`src/rtl/gpio_wake_pkg.sv`:
```
package gpio_wake_pkg;
  localparam int unsigned PIN_W = 6;
  localparam int unsigned BUS_W = 8;
  localparam int unsigned SM_W  = BUS_W - PIN_W;
  localparam int unsigned IDX_IN_ONLY = 3;
  localparam int unsigned IDX_T0      = 2;
  localparam logic [PIN_W-1:0] WAKE_GRP = 6'b001011;

  // driver enables from direction bits and pin overrides
  function automatic logic [PIN_W-1:0] pin_oe(input logic [PIN_W-1:0] dir,
                                              input logic t0_sel);
    logic [PIN_W-1:0] oe;
    oe = ~dir;
    oe[IDX_IN_ONLY] = 1'b0;
    if (t0_sel) oe[IDX_T0] = 1'b0;
    return oe;
  endfunction

  // group pull-up with reset-pin override
  function automatic logic [PIN_W-1:0] pull_en(input logic npu, input logic mclr);
    logic [PIN_W-1:0] pe;
    pe = npu ? '0 : WAKE_GRP;
    if (mclr) pe[IDX_IN_ONLY] = 1'b1;
    return pe;
  endfunction

  // pins watched by the change detector
  function automatic logic [PIN_W-1:0] wake_mask(input logic mclr);
    logic [PIN_W-1:0] m;
    m = WAKE_GRP;
    if (mclr) m[IDX_IN_ONLY] = 1'b0;
    return m;
  endfunction

  function automatic logic [BUS_W-1:0] read_val(input logic [BUS_W-1:0] lvl,
                                               input logic [PIN_W-1:0] alt);
    return {lvl[BUS_W-1:PIN_W], lvl[PIN_W-1:0] & ~alt};
  endfunction
endpackage

```
`src/rtl/gpio_sync.sv`:
```
module gpio_sync #(
  parameter int unsigned W      = 8,
  parameter int unsigned STAGES = 2
) (
  input  logic         clk,
  input  logic         rst_n,
  input  logic [W-1:0] d,
  output logic [W-1:0] q
);
  logic [W-1:0] stage_q [STAGES];

  genvar s;
  generate
    for (s = 0; s < STAGES; s++) begin : g_stage
      always_ff @(posedge clk or negedge rst_n) begin
        if (!rst_n) stage_q[s] <= '0;
        else if (s == 0) stage_q[s] <= d;
        else stage_q[s] <= stage_q[(s == 0) ? 0 : s-1];
      end
    end
  endgenerate

  assign q = stage_q[STAGES-1];
endmodule

```
`src/rtl/gpio_pin_ctrl.sv`:
```
module gpio_pin_ctrl
  import gpio_wake_pkg::*;
(
  input  logic             clk,
  input  logic             any_rst_n,
  input  logic             por_n,
  input  logic [PIN_W-1:0] wr_pins,
  input  logic             wr_port,
  input  logic             wr_dir,
  input  logic             t0_sel,
  input  logic             mclr_sel,
  input  logic             opt_npu,
  output logic [PIN_W-1:0] latch_q,
  output logic [PIN_W-1:0] oe,
  output logic [PIN_W-1:0] pu
);
  logic [PIN_W-1:0] dir_q;

  // latch survives general reset, cleared at power-on only
  always_ff @(posedge clk or negedge por_n) begin
    if (!por_n) latch_q <= '0;
    else if (wr_port) latch_q <= wr_pins;
  end

  always_ff @(posedge clk or negedge any_rst_n) begin
    if (!any_rst_n) dir_q <= '1;
    else if (wr_dir) dir_q <= wr_pins;
  end

  assign oe = pin_oe(dir_q, t0_sel);
  assign pu = pull_en(opt_npu, mclr_sel);
endmodule

```
`src/rtl/gpio_wake_det.sv`:
```
module gpio_wake_det
  import gpio_wake_pkg::*;
(
  input  logic             clk,
  input  logic             any_rst_n,
  input  logic             por_n,
  input  logic [PIN_W-1:0] lvl,
  input  logic             rd_port,
  input  logic             opt_nwake,
  input  logic             mclr_sel,
  output logic             wake_hit,
  output logic             snap_valid,
  output logic             wake_flag
);
  logic [PIN_W-1:0] snap_q;
  logic [PIN_W-1:0] diff;

  always_ff @(posedge clk or negedge any_rst_n) begin
    if (!any_rst_n) begin
      snap_q     <= '0;
      snap_valid <= 1'b0;
    end else if (rd_port) begin
      snap_q     <= lvl & WAKE_GRP;
      snap_valid <= 1'b1;
    end
  end

  assign diff     = (lvl ^ snap_q) & wake_mask(mclr_sel);
  assign wake_hit = snap_valid & ~opt_nwake & (|diff);

  always_ff @(posedge clk or negedge por_n) begin
    if (!por_n) wake_flag <= 1'b0;
    else if (wake_hit) wake_flag <= 1'b1;
  end
endmodule

```
`src/rtl/gpio_wake_port.sv`:
```
module gpio_wake_port
  import gpio_wake_pkg::*;
#(
  parameter int unsigned SYNC_STAGES = 2
) (
  input  logic             clk,
  input  logic             rst_n,
  input  logic             por_n,
  input  logic [BUS_W-1:0] wr_data,
  input  logic             wr_port,
  input  logic             wr_dir,
  input  logic             rd_port,
  output logic [BUS_W-1:0] rd_data,
  input  logic             opt_npu,
  input  logic             opt_nwake,
  input  logic             mclr_sel,
  input  logic             t0_pin_sel,
  input  logic [PIN_W-1:0] alt_mask,
  input  logic [SM_W-1:0]  sm_out,
  input  logic [SM_W-1:0]  sm_oe,
  input  logic [BUS_W-1:0] pad_in,
  output logic [BUS_W-1:0] pad_out,
  output logic [BUS_W-1:0] pad_oe,
  output logic [PIN_W-1:0] pu_en,
  output logic             wake_flag
);
  logic             any_rst_n;
  logic [BUS_W-1:0] lvl_sync;
  logic [PIN_W-1:0] latch_q;
  logic [PIN_W-1:0] pin_oe_w;
  logic             wake_hit;
  logic             snap_valid;

  assign any_rst_n = rst_n & por_n;

  gpio_sync #(.W(BUS_W), .STAGES(SYNC_STAGES)) u_sync (
    .clk(clk), .rst_n(any_rst_n), .d(pad_in), .q(lvl_sync)
  );

  gpio_pin_ctrl u_pins (
    .clk(clk), .any_rst_n(any_rst_n), .por_n(por_n),
    .wr_pins(wr_data[PIN_W-1:0]), .wr_port(wr_port), .wr_dir(wr_dir),
    .t0_sel(t0_pin_sel), .mclr_sel(mclr_sel), .opt_npu(opt_npu),
    .latch_q(latch_q), .oe(pin_oe_w), .pu(pu_en)
  );

  gpio_wake_det u_wake (
    .clk(clk), .any_rst_n(any_rst_n), .por_n(por_n),
    .lvl(lvl_sync[PIN_W-1:0]), .rd_port(rd_port),
    .opt_nwake(opt_nwake), .mclr_sel(mclr_sel),
    .wake_hit(wake_hit), .snap_valid(snap_valid), .wake_flag(wake_flag)
  );

  always_ff @(posedge clk or negedge any_rst_n) begin
    if (!any_rst_n) rd_data <= '0;
    else if (rd_port) rd_data <= read_val(lvl_sync, alt_mask);
  end

  assign pad_out = {sm_out, latch_q};
  assign pad_oe  = {sm_oe, pin_oe_w};
endmodule

```
`config.mk`:
```
export PLATFORM = sky130hd
export DESIGN_NAME = gpio_wake_port
export DESIGN_NICKNAME = d
export VERILOG_FILES = /design/src/rtl/gpio_wake_pkg.sv /design/src/rtl/gpio_sync.sv /design/src/rtl/gpio_pin_ctrl.sv /design/src/rtl/gpio_wake_det.sv /design/src/rtl/gpio_wake_port.sv
export SDC_FILE = /design/constraint.sdc
export NUM_CORES = 1
export LEC_CHECK = 0
export BUFFER_PORTS_ARGS = -buffer_cell sky130_fd_sc_hd__clkbuf_2
export CAP_MARGIN = 20
export CORE_UTILIZATION = 23
export CTS_CLUSTER_DIAMETER = 200
export CTS_CLUSTER_SIZE = 8
export DETAILED_ROUTE_END_ITERATION = 10
export GPL_TIMING_DRIVEN = 0
export PLACE_DENSITY = 0.49
export SYNTH_ARGS = -nofsm -noshare
export SYNTH_HDL_FRONTEND = slang
export SYNTH_SLANG_ARGS = --single-unit
```
`constraint.sdc`:
```
create_clock -name clk -period 2.2 [get_ports clk]
set_input_delay 0.44 -clock clk [delete_from_list [all_inputs] [get_ports clk]]
set_output_delay 0.44 -clock clk [all_outputs]
set_load 0.02 [all_outputs]
```
==> reports/metrics.csv, run 1 <==
metric,value,unit
Worst Skew,0.003760,ns
sequential element share of the synthesized area,69.22,%
Final Hold Fails,0,
WP data arrival,1.90,ns
Die ar.,6649,um2
maximum vdd drop,0.3779,mV
GR Util met1,11.16,%
final core utilization,32.41,%
CTS resizes,0,
"antenna viol nets, final",0,
via count,925,
first-pass GRT wire length,4305,um
RD Place Congestion,0.6995,
Placement Cell Area,1827,um2
post-route cell area,1953,um2
largest net degree at the start of global routing,34,
worst setup path class,input pin to asynchronous set/reset pin,
Rows,28,
GRT busiest layer,met2,
min-delay src,pad_in[1],
Buffers on Ports,53,
CP required,2.54,ns
Final #Nets,208,
final period utilization,70.59,%
ant diodes,0,
leakage,0.9817,nW
Critical Path Source Type,input pin,
syn_area_per_cell,13.47,um2
CP max FO,33,
drt first pass iters,3,
Switching Share,24.90,%
post-CTS setup buffers,0,
hold path endpoint,u_sync.stage_q[9]$_DFF_PN0_,
Reg2Reg Setup Slack,1.16,ns
fin crit period,1.553,ns
Psw,0.0004063,W
number of synthesized register bits,40,
CTS Sinks,40,
H-Tree Depth,2,
highest clock rate,0.6439,GHz
Worst R2R Start,u_sync.q[0]$_DFF_PN0_,
final setup TNS,0,ns
DR vias/cell,3.730,
clock share of power,37.0,%
drc violations,0,
Max Slew Vio Count,0,
capturing point of the worst reg2reg path,u_wake.wake_flag$_DFFE_PN0P_,
DP HPWL,1987,um
Root Driver,clkbuf_8,
hold_ws,0.2512,ns
Logic pwr share,13.0,%
initial antenna violation count,0,
most frequent cells in the layout,"clkbuf_2, dfrtp_1, inv_1",
status,"finished, final reports clean",
Synth Cell Area,1455,um2
post-route insts no fill,248,
Hold Path Class,input pin to flop,
Max-slew headroom,51.16,%
CTS max path bufs,2,
total track usage,8.994,%
Reg power frac,50.0,%
met2 Use GR,13.83,%
RSZ-0062 raised after global routing,false,
met3 Track Usage GR,3.556,%
Slew @ Worst Pin,0.7325,ns
Pwr Density,835.3,nW/um2
clock transition at the registers of the reported paths,0.08,ns
setup violators final,0,
Die X,81.54,um
clk_lat worst skew,0.29,ns
Synth Instances,108,
cells on worst reg2reg path,3,
wire per inst,10.51,um
Starting Density,24.15,%
Area Growth Syn to Fin,34.22,%
placed cell count,239,
"Remaining Overflow, GRT",0,
Worst Hold Path Cells,1,
Initial DRC Count,40,
Filler Cell Count,624,
"most common cell after layout, fill and taps aside",clkbuf_2,
Pint,0.001225,W
number of synthesis warnings,0,
CP endpoint kind,asynchronous set/reset pin,
Yosys cell types,19,
Placeable Area,6026,um2
CTS tree,yes,
layout cell share with drive strength beyond 1,53.18,%
vias in the first global route,911,
Die Span Y,81.54,um
max cap viols,0,
I/O pins,67,
TritonCTS Buffers,5,
final WL,2607,um
[power groups by stage]
stage / Combinational [W] / Clock (W) / Sequential [W]
2_1_floorplan: 0.000107 / 0 / 0.000856
3_3_place_gp: 0.000214 / 0 / 0.000829
3_5_place_dp: 0.000216 / 0 / 0.000831
4_1_cts: 0.000218 / 0.000636 / 0.000817
5_1_grt: 0.000238 / 0.000672 / 0.000823
6_report: 0.000212 / 0.000604 / 0.000816
[cell usage after synthesis]
| cell | instances | share of area [%] |
|---|---|---|
| dfrtp_1 | 35 | 60 |
| inv_1 | 13 | 3.4 |
| mux2_2 | 11 | 8.5 |
| buf_4 | 10 | 5.2 |
| o21ai_0 | 9 | 3.1 |
| nand2_1 | 6 | 1.5 |
| dfstp_2 | 5 | 9.0 |
| nand3b_1 | 4 | 2.1 |
| xnor2_1 | 3 | 1.8 |
| buf_2 | 2 | 0.69 |
| o22ai_1 | 2 | 0.86 |
| a31o_1 | 1 | 0.60 |
| and2_1 | 1 | 0.43 |
| buf_6 | 1 | 0.77 |
| conb_1 | 1 | 0.26 |
| nand2b_1 | 1 | 0.43 |
| nor2_1 | 1 | 0.26 |
| o211ai_1 | 1 | 0.52 |
| or2_2 | 1 | 0.43 |
[routing by layer]
| layer | part of all wire, % | up-vias |
|---|---|---|
| met5 | 0 | - |
| met1 | 44 | 423 |
| li1 | - | 455 |
| met4 | 1.0 | 0 |
| met3 | 8.3 | 3 |
| met2 | 47 | 44 |
[worst max-delay path: stages]
cell           delay, ns
dlygate4sd3_1       0.53
clkbuf_2            0.23
and2_2              0.68
[logic make-up (layout without fill, tap and decap cells)]
logic type | after synthesis | after routing | synth area share [%]
and+or+nand+nor | 14 | 14 | 5.160
buffers and inverters | 26 | 88 | 9.974
xor gates and xnor gates | 3 | 3 | 1.806
muxes | 11 | 11 | 8.513
AOI/OAI and AO/OA | 13 | 13 | 5.073
DFF | 40 | 40 | 69.22
other | 1 | 4 | 0.2577
[stage by stage]
stage          setup slack [ns]  total power [W]
2_1_floorplan            0.8286        0.0009626
6_report                 0.6471         0.001631
3_5_place_dp             0.7629         0.001046
5_1_grt                  0.4340         0.001732
4_1_cts                  0.5233         0.001670
3_3_place_gp            0.01311         0.001044
[worst max path at each step]
stage	depth (start not counted)	start	end	slack, ns
detailed placement	2	por_n	rd_data[1]$_DFFE_PN0P_	0.76
global placement	2	por_n	rd_data[1]$_DFFE_PN0P_	0.01
finish	3	por_n	u_wake.snap_valid$_DFFE_PN0P_	0.65
global route	3	por_n	u_wake.snap_valid$_DFFE_PN0P_	0.43
floorplan	1	rst_n	rd_data[0]$_DFFE_PN0P_	0.83
CTS	3	por_n	u_wake.snap_valid$_DFFE_PN0P_	0.52
[registers in the layout (all words and copies together) (netlist names)]
signal             flops
u_sync.q               8
u_pins.latch_q         6
rd_data                8
u_wake.snap_valid      1
u_wake.wake_flag       1
u_sync.stage_q         8
u_pins.dir_q           5
u_wake.snap_q          3
[final cells by class]
| type | instances | area, um2 | share of cell area [%] |
|---|---|---|---|
| Clock buffer | 5 | 68.82 | 3.523 |
| Multi-Input combinational cell | 45 | 315.3 | 16.14 |
| Tap cell | 75 | 93.84 | 4.805 |
| Sequential cell | 40 | 1007 | 51.57 |
| Buffer | 13 | 96.34 | 4.933 |
| Timing Repair Buffer | 54 | 275.3 | 14.09 |
| Inverter | 13 | 48.80 | 2.498 |
| Clock inverter | 3 | 47.55 | 2.434 |
[what timing repair did]
| item | CTS | global route |
|---|---|---|
| endpoints found under the setup margin | 0 | 0 |
| endpoints found under the hold margin | 7 | 0 |
| hold buffers | 1 | 0 |
Note: power is estimated with default switching activity, not from simulation.
==> inputs of run 2 (changes only) <==
--- a/config.mk
+++ b/config.mk
@@ -5,6 +5,7 @@
 export SDC_FILE = /design/constraint.sdc
 export NUM_CORES = 1
 export LEC_CHECK = 0
+export ABC_AREA = 1
 export BUFFER_PORTS_ARGS = -buffer_cell sky130_fd_sc_hd__clkbuf_2
 export CAP_MARGIN = 20
 export CORE_UTILIZATION = 23
==> constraint.sdc (replaced) <==
create_clock -name clk -period 1.55 [get_ports clk]
set_input_delay 0.31 -clock clk [delete_from_list [all_inputs] [get_ports clk]]
set_output_delay 0.31 -clock clk [all_outputs]
set_load 0.02 [all_outputs]
==> reports/metrics.csv, run 2 <==
metric,value,unit
status,"finished, final reports clean",
drt first pass iters,3,
final period utilization,84.35,%
CP max-delay cell,dfstp_2,
crit path from,u_pins.dir_q[2]$_DFFE_PN1P_,
top-count cell post-synth,dfrtp_1,
final core utilization,32.39,%
Post-synth EDFFs,0,
Synth Cell Area,1474,um2
Final #Nets,230,
Final Hold Fails,0,
highest clock rate,0.7649,GHz
via count,1011,
Critical Path Max Stage Delay,0.53,ns
CTS Sinks,40,
CP max FO,2,
Hold Path Class,input pin to flop,
Rows,28,
sequential element share of the synthesized area,68.34,%
ant diodes,0,
fin crit period,1.307,ns
total track usage,9.061,%
Synth Instances,129,
Buffers on Ports,53,
drc violations,0,
Max-slew headroom,53.75,%
worst setup path class,flop to output port,
RD Place Congestion,0.6737,
Slew @ Worst Pin,0.6930,ns
final setup TNS,0,ns
CTS tree,yes,
final WL,2757,um
vias in the first global route,916,
Starting Density,24.32,%
Critical Path Source Type,flop,
Root Driver,clkbuf_8,
RSZ-0062 raised after global routing,false,
Area contributors post-synth,"dfrtp_1, dfstp_2, nand2_1, mux2_2, buf_4",
initial antenna violation count,0,
CP required,1.24,ns
Worst Skew,0.004791,ns
DR vias/cell,3.758,
Yosys top cell area share,59.42,%
Placement Cell Area,1872,um2
Worst R2R Start,u_sync.q[1]$_DFF_PN0_,
post-route insts no fill,269,
number of synthesized register bits,40,
TritonCTS Buffers,5,
max cap viols,0,
syn_area_per_cell,11.43,um2
largest net degree at the start of global routing,19,
post-route cell area,1963,um2
leakage,1.063,nW
DP HPWL,2043,um
wire per inst,10.25,um
dominant cell type by area after synthesis,dfrtp_1,
CP endpoint kind,output port,
Die X,82.05,um
"most common cell after layout, fill and taps aside",clkbuf_2,
"FFs w/ async S/R, synth",100.0,%
"top cells by count, synth","dfrtp_1, nand2_1, inv_1",
CTS max path bufs,2,
Die Span Y,82.05,um
most frequent cells in the layout,"clkbuf_2, dfrtp_1, nand2_1",
WP data arrival,1.00,ns
Max Slew Vio Count,0,
H-Tree Depth,2,
maximum vdd drop,0.3080,mV
Placeable Area,6061,um2
crit path cell chain,nor2_1 -> clkbuf_2,
placed cell count,261,
capturing point of the worst reg2reg path,u_wake.wake_flag$_DFFE_PN0P_,
Die ar.,6732,um2
Setup crit end,pad_oe[2],
clock transition at the registers of the reported paths,0.08,ns
Initial DRC Count,24,
first-pass GRT wire length,4305,um
"Remaining Overflow, GRT",0,
Reg2Reg Setup Slack,0.67,ns
"antenna viol nets, final",0,
Synth Flop Type,dfrtp_1,
clk_lat worst skew,0.28,ns
Area Growth Syn to Fin,33.19,%
Pwr Density,1080,nW/um2
setup violators final,0,
number of synthesis warnings,0,
I/O pins,67,
layout cell share with drive strength beyond 1,45.36,%
cells on worst reg2reg path,6,
Yosys cell types,15,
-- run 2: changes by cell type after synthesis, moves of 2 or more --
| cell | before | now |
|---|---|---|
| mux2_2 | 11 | 7 |
| xnor2_1 | 3 | 0 |
| nand2_1 | 6 | 34 |
| nor2_1 | 1 | 4 |
| o21ai_1 | 0 | 4 |
| a22o_1 | 0 | 2 |
| o21ai_0 | 9 | 7 |
| nand3b_1 | 4 | 0 |
| inv_1 | 13 | 15 |
| o22ai_1 | 2 | 0 |
-- run 2: worst max-delay path: cells and delay by family (launching register included) --
kind / cells / cell delay [ns]
flip-flops: 1 / 0.53
buffers and inverters: 1 / 0.14
AND/OR/NAND/NOR: 1 / 0.04
-- run 2: final cells by class --
class	instances	area, um2
buffer	13	100.1
clock inverter	2	12.51
multi-input combinational	63	315.3
inverter	16	62.56
tap	75	93.84
sequential	40	1007
timing repair buffer	55	302.8
clock buffer	5	68.82
fill	630	4098
-- run 2: logic make-up (layout without fill, tap and decap cells) --
logic type	Yosys count	after routing	share of synthesized area (%)
and+or+nand+nor	39	39	10.10
AOI/OAI and AO/OA	13	13	4.924
muxes	7	7	5.348
buffers and inverters	29	91	11.04
DFF	40	40	68.34
other	1	4	0.2544
-- run 2: routing by layer --
| metal | up-vias | GRT usage (%) | share of wire, % |
|---|---|---|---|
| met3 | 5 | 3.778 | 7.3 |
| li1 | 509 | - | - |
| met1 | 457 | 10.21 | 43 |
| met4 | 0 | 4.737 | 1.5 |
| met5 | - | 0 | 0 |
| met2 | 40 | 14.55 | 48 |
-- run 2: how the worst min path moves through the flow --
stage | startpoint | to | cells past startpoint
2_1_floorplan | por_n | u_pins.latch_q[0]$_DFFE_PN0P_ | 0
3_3_place_gp | por_n | u_pins.latch_q[3]$_DFFE_PN0P_ | 1
3_5_place_dp | por_n | u_pins.latch_q[3]$_DFFE_PN0P_ | 1
4_1_cts | pad_in[0] | u_sync.stage_q[8]$_DFF_PN0_ | 1
5_1_grt | pad_in[4] | u_sync.stage_q[12]$_DFF_PN0_ | 1
6_report | pad_in[1] | u_sync.stage_q[9]$_DFF_PN0_ | 1
-- run 2: stage by stage --
stage,power [W],worst slack (ns),hold WS [ns]
finish,0.002119,0.2426,0.1244
global route,0.002250,0.1935,0.1075
CTS,0.002180,0.2199,0.1076
detailed placement,0.001494,0.2328,0.1735
global placement,0.001478,-0.2880,0.1677
floorplan,0.001365,0.4848,0.01441
-- run 2: where the power goes --
part | internal [W] | switching [W] | total, W
sequential | 0.00112 | 0.0000293 | 0.00115
clock | 0.000305 | 0.000348 | 0.000653
combinational | 0.000130 | 0.000184 | 0.000313
-- run 2: what timing repair did --
action / CTS / global route
buffers inserted: 0 / 0
hold buffers: 1 / 0
gates resized for setup: 0 / 0
hold endpoints to repair: 7 / 0
